<file path="config.mk">
export PLATFORM = sky130hd
export DESIGN_NAME = divovf_predictor
export DESIGN_NICKNAME = d
export VERILOG_FILES = /design/src/rtl/divovf_pkg.sv /design/src/rtl/divovf_magnitude.sv /design/src/rtl/divovf_short_check.sv /design/src/rtl/divovf_long_check.sv /design/src/rtl/divovf_predictor.sv
export SDC_FILE = /design/constraint.sdc
export NUM_CORES = 1
export LEC_CHECK = 0
export BUFFER_PORTS_ARGS = -buffer_cell sky130_fd_sc_hd__buf_4
export CORE_AREA = 3 3 128 130
export DETAILED_ROUTE_END_ITERATION = 10
export DIE_AREA = 0 0 131 133
export GPL_TIMING_DRIVEN = 0
export PLACE_DENSITY = 0.57
export SLEW_MARGIN = 40
export SYNTH_ARGS = -nofsm -noshare
export SYNTH_HDL_FRONTEND = slang
export SYNTH_SLANG_ARGS = --single-unit
</file>
<file path="constraint.sdc">
create_clock -name clk_i -period 13 [get_ports clk_i]
set_input_delay 0 -clock clk_i [delete_from_list [all_inputs] [get_ports clk_i]]
set_output_delay 0 -clock clk_i [all_outputs]
set_load 0.03 [all_outputs]
</file>
<file path="src/rtl/divovf_pkg.sv">
package divovf_pkg;

    // Operand shape selected by mode_long_i
    typedef enum logic {
        DIV_SHORT = 1'b0,
        DIV_LONG  = 1'b1
    } div_width_e;

    // Per-operation error reasons, combined into the single flag
    typedef struct packed {
        logic zero_div;
        logic range_err;
    } verdict_t;

    function automatic logic verdict_flag(input verdict_t v);
        return v.zero_div | v.range_err;
    endfunction

    function automatic verdict_t make_verdict(input logic zdiv, input logic rerr);
        verdict_t v;
        v.zero_div  = zdiv;
        v.range_err = rerr;
        return v;
    endfunction

endpackage

</file>
<file path="src/rtl/divovf_magnitude.sv">
module divovf_magnitude #(
    parameter int W = 32
) (
    input  logic         as_signed_i,
    input  logic [W-1:0] value_i,
    output logic         neg_o,
    output logic [W-1:0] mag_o
);
    // The most negative value maps to 2^(W-1), which is exact as unsigned
    always_comb begin
        neg_o = as_signed_i & value_i[W-1];
        mag_o = neg_o ? (~value_i + {{(W-1){1'b0}}, 1'b1}) : value_i;
    end
endmodule

</file>
<file path="src/rtl/divovf_short_check.sv">
module divovf_short_check #(
    parameter int W = 32
) (
    input  logic         as_signed_i,
    input  logic [W-1:0] dividend_i,
    input  logic [W-1:0] divisor_i,
    output logic         range_err_o
);
    localparam logic [W-1:0] MOST_NEG = {1'b1, {(W-1){1'b0}}};
    localparam logic [W-1:0] MINUS_ONE = {W{1'b1}};

    logic dvd_is_min;
    logic dvs_is_m1;

    always_comb begin
        dvd_is_min  = (dividend_i == MOST_NEG);
        dvs_is_m1   = (divisor_i == MINUS_ONE);
        range_err_o = as_signed_i & dvd_is_min & dvs_is_m1;
    end
endmodule

</file>
<file path="src/rtl/divovf_long_check.sv">
module divovf_long_check #(
    parameter int W = 32
) (
    input  logic           as_signed_i,
    input  logic           signs_differ_i,
    input  logic [2*W-1:0] dvd_mag_i,
    input  logic [W-1:0]   dvs_mag_i,
    output logic           range_err_o
);
    localparam int BW = 2*W + 1;

    logic [BW-1:0] dvd_ext;
    logic [BW-1:0] dvs_ext;
    logic [BW-1:0] bound_same;
    logic [BW-1:0] bound_diff;
    logic [BW-1:0] bound_sel;
    logic          uns_err;
    logic          sgn_err;

    always_comb begin
        dvd_ext    = {1'b0, dvd_mag_i};
        dvs_ext    = {{(W+1){1'b0}}, dvs_mag_i};
        // Non-negative quotient limit: 2^(W-1)-1, so |x| < |y| * 2^(W-1)
        bound_same = dvs_ext << (W-1);
        // Negative quotient may reach -2^(W-1): |x| < |y| * (2^(W-1) + 1)
        bound_diff = bound_same + dvs_ext;
        bound_sel  = signs_differ_i ? bound_diff : bound_same;
        sgn_err    = !(dvd_ext < bound_sel);
        // Unsigned: quotient fits in W bits iff upper half < divisor
        uns_err    = (dvd_mag_i[2*W-1:W] >= dvs_mag_i);
        range_err_o = as_signed_i ? sgn_err : uns_err;
    end
endmodule

</file>
<file path="src/rtl/divovf_predictor.sv">
module divovf_predictor
    import divovf_pkg::*;
#(
    parameter int W = 32
) (
    input  logic           clk_i,
    input  logic           rst_i,
    input  logic           mode_long_i,
    input  logic           is_signed_i,
    input  logic [2*W-1:0] dividend_i,
    input  logic [W-1:0]   divisor_i,
    output logic           ovf_o
);
    localparam int DW = 2*W;
    localparam logic [DW-1:0] DVD_MOST_NEG = {1'b1, {(DW-1){1'b0}}};
    localparam logic [W-1:0]  SHORT_MOST_NEG = {1'b1, {(W-1){1'b0}}};

    div_width_e width_sel;
    logic       dvd_neg;
    logic       dvs_neg;
    logic [DW-1:0] dvd_mag;
    logic [W-1:0]  dvs_mag;
    logic       divisor_zero;
    logic       short_err;
    logic       long_err;
    verdict_t   verdict;
    logic       ovf_q;

    assign width_sel = div_width_e'(mode_long_i);

    divovf_magnitude #(.W(DW)) u_dvd_mag (
        .as_signed_i (is_signed_i),
        .value_i     (dividend_i),
        .neg_o       (dvd_neg),
        .mag_o       (dvd_mag)
    );

    divovf_magnitude #(.W(W)) u_dvs_mag (
        .as_signed_i (is_signed_i),
        .value_i     (divisor_i),
        .neg_o       (dvs_neg),
        .mag_o       (dvs_mag)
    );

    divovf_short_check #(.W(W)) u_short (
        .as_signed_i (is_signed_i),
        .dividend_i  (dividend_i[W-1:0]),
        .divisor_i   (divisor_i),
        .range_err_o (short_err)
    );

    divovf_long_check #(.W(W)) u_long (
        .as_signed_i    (is_signed_i),
        .signs_differ_i (dvd_neg ^ dvs_neg),
        .dvd_mag_i      (dvd_mag),
        .dvs_mag_i      (dvs_mag),
        .range_err_o    (long_err)
    );

    always_comb begin
        divisor_zero = (divisor_i == '0);
        unique case (width_sel)
            DIV_SHORT: verdict = make_verdict(divisor_zero, short_err);
            DIV_LONG:  verdict = make_verdict(divisor_zero, long_err);
            default:   verdict = make_verdict(1'b1, 1'b0);
        endcase
    end

    always_ff @(posedge clk_i) begin
        if (rst_i) ovf_q <= 1'b0;
        else       ovf_q <= verdict_flag(verdict);
    end

    assign ovf_o = ovf_q;

    AST_ZERO_BY_ZERO: assert property (@(posedge clk_i) disable iff (rst_i)
        (divisor_i == '0 && dividend_i == '0) |=> ovf_o);
    AST_SHORT_MIN_BY_M1: assert property (@(posedge clk_i) disable iff (rst_i)
        (!mode_long_i && is_signed_i && dividend_i[W-1:0] == SHORT_MOST_NEG
         && divisor_i == '1) |=> ovf_o);
    AST_SHORT_UNS_NONZERO: assert property (@(posedge clk_i) disable iff (rst_i)
        (!mode_long_i && !is_signed_i && divisor_i != '0) |=> !ovf_o);
    AST_LONG_UNS_FITS: assert property (@(posedge clk_i) disable iff (rst_i)
        (mode_long_i && !is_signed_i && divisor_i != '0
         && dividend_i[DW-1:W] < divisor_i) |=> !ovf_o);
    AST_LONG_MOST_NEG: assert property (@(posedge clk_i) disable iff (rst_i)
        (mode_long_i && is_signed_i && dividend_i == DVD_MOST_NEG) |=> ovf_o);
    AST_RESET_CLEARS: assert property (@(posedge clk_i)
        rst_i |=> !ovf_o);
endmodule

</file>
==> results.sh, run 1 <==
export IMPL_first_pass_iters=5
export IMPL_ys_seq_elements=1
export IMPL_ioPinCount=101
export IMPL_place_congestion=0.8721
export IMPL_area_growth_syn_to_layout_pct=17.86
export IMPL_synth_warnings=0
export IMPL_die_w_um=131
export IMPL_finalSetupViolations=0
export IMPL_slew_violations=0
export IMPL_syn_num_nets=935
export IMPL_hold_buffers=0
export IMPL_power_density_mw_per_mm2=40.17
export IMPL_p_leak_nw=2.549
export IMPL_met2_usage_pct=31.77
export IMPL_fin_util_pct=41.01
export IMPL_diodes=0
export IMPL_grt_busiest_layer="met2"
export IMPL_timing_fmax_ghz=0.1709
export IMPL_hp_class="in -> reg"
export IMPL_syn_inst=735
export IMPL_first_global_vias=5509
export IMPL_worstMarginPinSlew_ps=853.8
export IMPL_crit_path_end_kind="flop"
export IMPL_drt_vias_per_instance=5.612
export IMPL_yosysUniqueCellTypes=62
export IMPL_grt_pass1_wl_mm=28.78
export IMPL_async_flop_share_pct=0
export IMPL_crit_arrival_ps=5790
export IMPL_p_int_mw=0.1112
export IMPL_vias=5803
export IMPL_cts_resized=0
export IMPL_seq_power_share_pct=1.4
export IMPL_slew_limit_headroom_pct=42.96
export IMPL_track_usage_pct=20.35
export IMPL_ir_drop_mv=0.02456
export IMPL_portBuffers=88
export IMPL_die_area_sq_mm=0.01742
export IMPL_cap_viol_max_count=0
export IMPL_switchingPower_mw=0.1402
export IMPL_die_h_um=133
export IMPL_overflow=0
export IMPL_fin_crit_sh_pct=45.01
export IMPL_synth_main_ff_cell="dfxtp_1"
export IMPL_fin_crit_ps=5851
export IMPL_report_power_total_mw=0.2514
export IMPL_ys_seq_area_share_pct=0.3771
export IMPL_syn_area_sq_mm=0.005309
export IMPL_antenna_found_initial=0
export IMPL_met1_usage_pct=30.82
export IMPL_use_met3_pct=1.857
export IMPL_crit_fanout=10
export IMPL_dp_hpwl_mm=15.34
export IMPL_place_area_sq_mm=0.006240
export IMPL_fin_area_sq_mm=0.006257
export IMPL_start_util_pct=34.79
export IMPL_drt_iter0_drc=357
export IMPL_drive_above_1_share_pct=14.46
export IMPL_post_cts_buffers=0
export IMPL_layout_commonest_cell="ha_1"
export IMPL_grt_max_degree=11
export IMPL_synth_edf_count=0
export IMPL_power_switching_share_pct=55.75
export IMPL_seqCellArea_sq_um=20.02
export IMPL_crit_required_ps=12940
export IMPL_drcViolationCount=0
export IMPL_final_cell_mix="ha_1, buf_4, xnor2_1"
export IMPL_clkTransAtPathRegs_ps=0
export IMPL_core_sq_mm=0.01526
export IMPL_startpoint_type="input pin"
export IMPL_p_comb_share_pct=98.6
export IMPL_n_fill_cell=1668
export IMPL_pwr_share_clk_pct=0
export IMPL_largest_register_ffs=1
export IMPL_path_class="in -> reg"
export IMPL_outcome="complete, no violations"
export IMPL_finalHoldViolCount=0
export IMPL_final_antenna_net_count=0
export IMPL_num_rows=45
export IMPL_syn_area_per_cell_sq_um=7.223
export IMPL_min_path_cells=3
export IMPL_avgRoutedWirePerCell_um=17.63
export IMPL_fin_nets=1025
export IMPL_drt_total_wl_mm=18.23
export IMPL_multi_input_area_sq_mm=0.005109
export IMPL_tns_ps=0
export IMPL_rsz0062_at_grt="no"
==> power groups by stage <==
stage | combinational [mW] | clock [mW] | sequential (mW)
after floorplan | 0.163 | 0 | 0.00385
after global placement | 0.243 | 0 | 0.00340
after detailed placement | 0.245 | 0 | 0.00339
after CTS | 0.246 | 0 | 0.00339
after global routing | 0.281 | 0 | 0.00341
final | 0.248 | 0 | 0.00339
==> critical path, stage by stage <==
cell	delay [ps]
clkbuf_1	180
nor4_1	430
nand3_1	170
clkbuf_1	260
or4_1	500
o31ai_1	240
and2_1	290
ha_1	220
nand2_1	90
a2111oi_1	660
and2_1	240
nand4_1	240
nor4_1	370
xor2_1	120
ha_1	320
nand4_1	120
nor3_1	400
nand2_1	90
or3_1	360
o211ai_1	270
a31o_2	210
==> logic make-up after synthesis <==
family / after synthesis / synth area share (%)
AO/OA/AOI/OAI: 191 / 23.59
XOR/XNOR: 120 / 19.80
adder cells (fa/ha/maj): 100 / 23.57
buffers and inverters: 52 / 3.842
flip-flops: 1 / 0.3771
multiplexers: 1 / 0.1886
other: 1 / 0.07064
AND/OR/NAND/NOR: 269 / 28.57
==> worst paths after layout <==
| check | to | from | slack, ps |
|---|---|---|---|
| max | ovf_o | divisor_i[11] | 7150 |
| min | ovf_o | rst_i | 370 |
==> through the flow <==
stage               hold WS (ps)  cells  setup WS [ps]
finish                     374.9   1034           7149
global route               399.1   1034           6572
CTS                        374.1   1034           7158
detailed placement         374.1   1034           7176
global placement           359.7   1034           6989
floorplan                  222.6    735           8422
==> cells in the mapped netlist (4+ instances only) <==
| master | number | area share (%) |
|---|---|---|
| xor2_1 | 58 | 9.6 |
| nor4_2 | 4 | 0.94 |
| nor4_1 | 16 | 1.9 |
| a31oi_1 | 15 | 1.8 |
| a21oi_1 | 52 | 4.9 |
| nand3_1 | 14 | 1.3 |
| o41ai_1 | 6 | 0.99 |
| ha_1 | 100 | 24 |
| o31ai_1 | 14 | 2.0 |
| nand4_1 | 31 | 3.7 |
| a211oi_1 | 6 | 0.85 |
| nor3_1 | 27 | 2.5 |
| nor2_1 | 53 | 3.7 |
| o21ai_0 | 39 | 3.7 |
| or3_1 | 7 | 0.82 |
| nand2b_1 | 32 | 3.8 |
| clkbuf_1 | 20 | 1.4 |
| buf_2 | 6 | 0.57 |
| nand2_1 | 39 | 2.8 |
| o211ai_1 | 4 | 0.57 |
| inv_1 | 23 | 1.6 |
| xnor2_1 | 62 | 10 |
| or4_1 | 10 | 1.4 |
| a21o_1 | 29 | 4.1 |
| nor2b_1 | 6 | 0.71 |
| nand3b_1 | 6 | 0.85 |
| and2_1 | 6 | 0.71 |
==> layout make-up <==
type,instances,area share [%]
Buffer,29,1.880
Timing Repair Buffer,88,10.56
Inverter,23,1.380
Multi-Input combinational cell,682,81.64
Sequential cell,1,0.3199
Tap cell,211,4.219
==> per-layer routing <==
metal  vias up  part of all wire, %
met3        15                  7.3
met4         0                  1.2
li1       2925                    -
met1      2647                   48
met2       216                   43
met5         -                    0
Note: power is estimated with default switching activity, not from simulation.
==> run 2, diff against run 1 <==
- clock period: 13 -> 5.8 ns (I/O delays scaled with it)
==> results.sh, run 2 (synthesis gave the netlist of run 1 again) <==
export IMPL_vias=5804
export IMPL_critPathSlowestCell="or4_1"
export IMPL_multi_input_area_sq_mm=0.005174
export IMPL_fin_crit_ps=5459
export IMPL_layout_commonest_cell="ha_1"
export IMPL_antenna_found_initial=0
export IMPL_path_cells="clkbuf_1 > nor4_2 > nand3_1 > clkbuf_1 > or4_1 > o31ai_1 > and2_1 > ha_1 > ha_1 > nand3b_1 > a211oi_4 > and2_1 > nand4_1 > nor3_1 > xor2_1 > ha_1 > nand4_1 > nor3_4 > nand2_1 > or3_1 > o211ai_1 > a31o_2"
export IMPL_die_h_um=133
export IMPL_finalHoldViolCount=0
export IMPL_avgRoutedWirePerCell_um=17.66
export IMPL_critPathBufInv=2
export IMPL_drt_total_wl_mm=18.30
export IMPL_crit_arrival_ps=5400
export IMPL_seq_power_share_pct=1.3
export IMPL_start_util_pct=34.79
export IMPL_power_switching_share_pct=56.00
export IMPL_crit_path_end_kind="flop"
export IMPL_drt_vias_per_instance=5.602
export IMPL_die_w_um=131
export IMPL_fin_area_sq_mm=0.006337
export IMPL_report_power_total_mw=0.5676
export IMPL_core_sq_mm=0.01526
export IMPL_grt_max_degree=11
export IMPL_p_leak_nw=2.573
export IMPL_final_cell_mix="ha_1, buf_4, xnor2_1"
export IMPL_area_growth_syn_to_layout_pct=19.37
export IMPL_pwr_share_clk_pct=0
export IMPL_dp_cells=1034
export IMPL_track_usage_pct=20.36
export IMPL_wl_met3_mm=1.181
export IMPL_place_area_sq_mm=0.006240
export IMPL_drcViolationCount=0
export IMPL_outcome="complete, no violations"
export IMPL_ioPinCount=101
export IMPL_crit_top_cell="ha_1"
export IMPL_crit_family="simple AND/OR/NAND/NOR gates"
export IMPL_fin_crit_sh_pct=94.12
export IMPL_largest_register_ffs=1
export IMPL_overflow=0
export IMPL_n_fill_cell=1660
export IMPL_dp_worst_setup_slack_ps=-23.73
export IMPL_p_comb_share_pct=98.7
export IMPL_instances_no_fill=1036
export IMPL_timing_hold_ws_ps=376.8
export IMPL_fin_util_pct=41.53
export IMPL_drive_above_1_share_pct=15.52
export IMPL_diodes=0
export IMPL_slew_limit_headroom_pct=39.55
export IMPL_die_area_sq_mm=0.01742
export IMPL_seqCellArea_sq_um=20.02
export IMPL_portBuffers=88
export IMPL_crit_required_ps=5740
export IMPL_first_global_vias=5518
export IMPL_tns_ps=0
export IMPL_num_rows=45
export IMPL_final_antenna_net_count=0
export IMPL_crit_fanout=10
export IMPL_hp_class="in -> reg"
export IMPL_clkTransAtPathRegs_ps=0
export IMPL_fin_nets=1027
export IMPL_worstMarginPinSlew_ps=903.6
export IMPL_route_met2_wl_mm=7.996
export IMPL_cpPeakStageDelay_ps=500
export IMPL_place_congestion=0.8721
export IMPL_highest_layer="met4"
export IMPL_slew_violations=0
export IMPL_power_density_mw_per_mm2=89.56
export IMPL_timing_fmax_ghz=0.1832
export IMPL_finalSetupViolations=0
export IMPL_drt_met1_wl_mm=8.909
export IMPL_fin_ws_ps=340.9
export IMPL_drt_iter0_drc=346
export IMPL_ir_drop_mv=0.05506
export IMPL_first_pass_iters=5
export IMPL_path_class="in -> reg"
export IMPL_cap_viol_max_count=0
export IMPL_p_int_mw=0.2497
export IMPL_startpoint_type="input pin"
export IMPL_grt_pass1_wl_mm=28.81
export IMPL_switchingPower_mw=0.3178
export IMPL_dp_hpwl_mm=15.34
==> run 2: final timing paths <==
path | from | endpoint | slack, ps | cells past startpoint
worst max-delay path | divisor_i[11] | ovf_o | 340 | 22
worst min-delay path | rst_i | ovf_o | 380 | 3
==> run 2: final cells by class <==
type                       instances  area share, %
buffer                            29          1.856
inverter                          23          1.362
multi-input combinational        682          81.64
sequential                         1         0.3159
tap                              211          4.166
timing repair buffer              90          10.66
==> run 2: what timing repair did <==
item / CTS / global route
setup buffers: 0 / 2
setup endpoints to repair: 1 / 1
resized for setup: 2 / 8
gates cloned: 0 / 0
hold buffers: 0 / 0
pin swaps: 0 / 1
==> run 2: layer usage <==
metal | vias to the layer above | GRT usage [%]
li1 | 2925 | -
met4 | 0 | 2.514
met3 | 14 | 1.857
met1 | 2670 | 30.80
met5 | - | 0
met2 | 195 | 31.83
==> run 2: power by group through the flow <==
stage | Combinational (mW) | Clock [mW] | Sequential (mW)
after floorplan | 0.366 | 0 | 0.00863
after global placement | 0.545 | 0 | 0.00761
after detailed placement | 0.549 | 0 | 0.00760
after CTS | 0.553 | 0 | 0.00760
after global routing | 0.634 | 0 | 0.00764
final | 0.560 | 0 | 0.00761
==> run 3, diff against run 2 <==
- ABC_AREA: not set -> 1
- CORE_AREA: 3 3 128 130 -> 3 3 144 146
- DIE_AREA: 0 0 131 133 -> 0 0 147 149
- PLACE_DENSITY: 0.57 -> 0.56
==> results.sh, run 3 <==
export IMPL_crit_top_cell="nand2_1"
export IMPL_drt_total_wl_mm=26.64
export IMPL_grt_max_degree=11
export IMPL_ys_seq_area_share_pct=0.2949
export IMPL_num_rows=51
export IMPL_fin_crit_ps=4690
export IMPL_synth_area_leader_cell="nand2_1"
export IMPL_finalSetupViolations=0
export IMPL_ir_drop_mv=0.02474
export IMPL_worstMarginPinSlew_ps=619.1
export IMPL_grt_pass1_wl_mm=41.72
export IMPL_die_h_um=149
export IMPL_async_flop_share_pct=0
export IMPL_timing_hold_ws_ps=157.7
export IMPL_cap_viol_max_count=0
export IMPL_overflow=0
export IMPL_crit_required_ps=5730
export IMPL_cpPeakStageDelay_ps=490
export IMPL_drcViolationCount=0
export IMPL_post_cts_buffers=0
export IMPL_area_growth_syn_to_layout_pct=15.98
export IMPL_finalHoldViolCount=0
export IMPL_timing_fmax_ghz=0.2132
export IMPL_n_fill_cell=2281
export IMPL_vias=8294
export IMPL_final_antenna_net_count=0
export IMPL_yosysUniqueCellTypes=45
export IMPL_synth_top_area_share_pct=20.40
export IMPL_die_w_um=147
export IMPL_path_class="in -> reg"
export IMPL_ys_seq_elements=1
export IMPL_antenna_found_initial=0
export IMPL_synth_main_ff_cell="dfxtp_1"
export IMPL_drt_iter0_drc=696
export IMPL_fin_crit_sh_pct=80.86
export IMPL_ioPinCount=101
export IMPL_switchingPower_mw=0.4099
export IMPL_crit_path_end_kind="flop"
export IMPL_power_switching_share_pct=62.33
export IMPL_synth_common_cells="nand2_1, nor2_1, inv_1"
export IMPL_p_comb_share_pct=98.8
export IMPL_hold_buffers=0
export IMPL_tns_ps=0
export IMPL_startpoint_type="input pin"
export IMPL_rsz0062_at_grt="no"
export IMPL_track_usage_pct=23.60
export IMPL_outcome="complete, no violations"
export IMPL_slew_violations=0
export IMPL_layout_commonest_cell="nand2_1"
export IMPL_drive_above_1_share_pct=12.37
export IMPL_dp_hpwl_mm=23.76
export IMPL_first_pass_iters=5
export IMPL_crit_arrival_ps=4620
export IMPL_seq_power_share_pct=1.2
export IMPL_place_congestion=0.9613
export IMPL_cts_resized=0
export IMPL_critPathSlowestCell="nor2_1"
export IMPL_synth_edf_count=0
export IMPL_syn_inst=1258
export IMPL_drt_vias_per_instance=5.107
export IMPL_power_density_mw_per_mm2=83.51
export IMPL_hp_class="in -> reg"
export IMPL_avgRoutedWirePerCell_um=16.41
export IMPL_clkTransAtPathRegs_ps=0
export IMPL_crit_fanout=5
export IMPL_syn_area_per_cell_sq_um=5.397
export IMPL_yosysMostFrequentCell="nand2_1"
export IMPL_start_util_pct=34.77
export IMPL_synthTopCellsByArea="nand2_1, ha_1, nor2_1, inv_1, xor2_1"
export IMPL_synth_warnings=0
export IMPL_die_area_sq_mm=0.02190
export IMPL_portBuffers=100
export IMPL_largest_register_ffs=1
export IMPL_first_global_vias=7890
export IMPL_report_power_total_mw=0.6576
export IMPL_p_int_mw=0.2477
export IMPL_p_leak_nw=3.874
export IMPL_fin_util_pct=40.32
export IMPL_final_cell_mix="nand2_1, nor2_1, inv_1"
export IMPL_pwr_share_clk_pct=0
export IMPL_syn_num_nets=1458
export IMPL_fin_nets=1560
export IMPL_syn_area_sq_mm=0.006789
export IMPL_core_sq_mm=0.01953
export IMPL_slew_limit_headroom_pct=58.57
## run 3: cell type report
type / count / area, sq um / area share (%)
Sequential cell: 1 / 20.02 / 0.2543
Tap cell: 265 / 331.6 / 4.211
Antenna cell: 1 / 2.502 / 0.03178
Buffer: 15 / 105.1 / 1.335
Timing Repair Buffer: 100 / 750.7 / 9.534
Inverter: 154 / 580.6 / 7.373
Multi-Input combinational cell: 1088 / 6083 / 77.26
## run 3: kinds of logic (layout without fill, tap and decap cells)
family	Yosys count	count (layout)	synth area share (%)
AND/OR/NAND/NOR	792	792	51.90
buffers and inverters	169	269	10.10
AO/OA/AOI/OAI	121	121	9.565
adder cells (fa/ha/maj)	100	100	18.43
XOR/XNOR	74	74	9.657
other	1	2	0.05524
flip-flops	1	1	0.2949
## run 3: worst paths after layout
kind                         start    end  cells past startpoint
worst min-delay path         rst_i  ovf_o                      2
worst max-delay path  divisor_i[2]  ovf_o                     31
## run 3: power by group through the flow
stage	combinational, mW	clock (mW)	sequential [mW]
after floorplan	0.418	0	0.00880
after global placement	0.635	0	0.00767
after detailed placement	0.642	0	0.00767
after CTS	0.645	0	0.00767
after global routing	0.740	0	0.00769
final	0.650	0.00000000000947	0.00767
## run 3: per-stage QoR
| stage | setup slack (ps) | cell area [sq um] | std cells |
|---|---|---|---|
| after CTS | 1120 | 7871 | 1623 |
| after detailed placement | 1150 | 7871 | 1623 |
| after global placement | 1130 | 7871 | 1623 |
| after global routing | 707.8 | 7871 | 1623 |
| final | 1110 | 7874 | 1624 |
| after floorplan | 2528 | 6789 | 1258 |
## run 3: worst max-delay path, delay by kind of cell
family	cells	cell delay (ps)
buf+inv	1	140
simple gates	26	3620
compound gates	1	130
fa+ha+maj	3	730
## run 3: metal layers
metal	share of wire, %	GRT usage (%)
met4	3.1	6.337
met2	44	39.62
met5	0	0
met1	48	33.20
met3	4.8	1.033
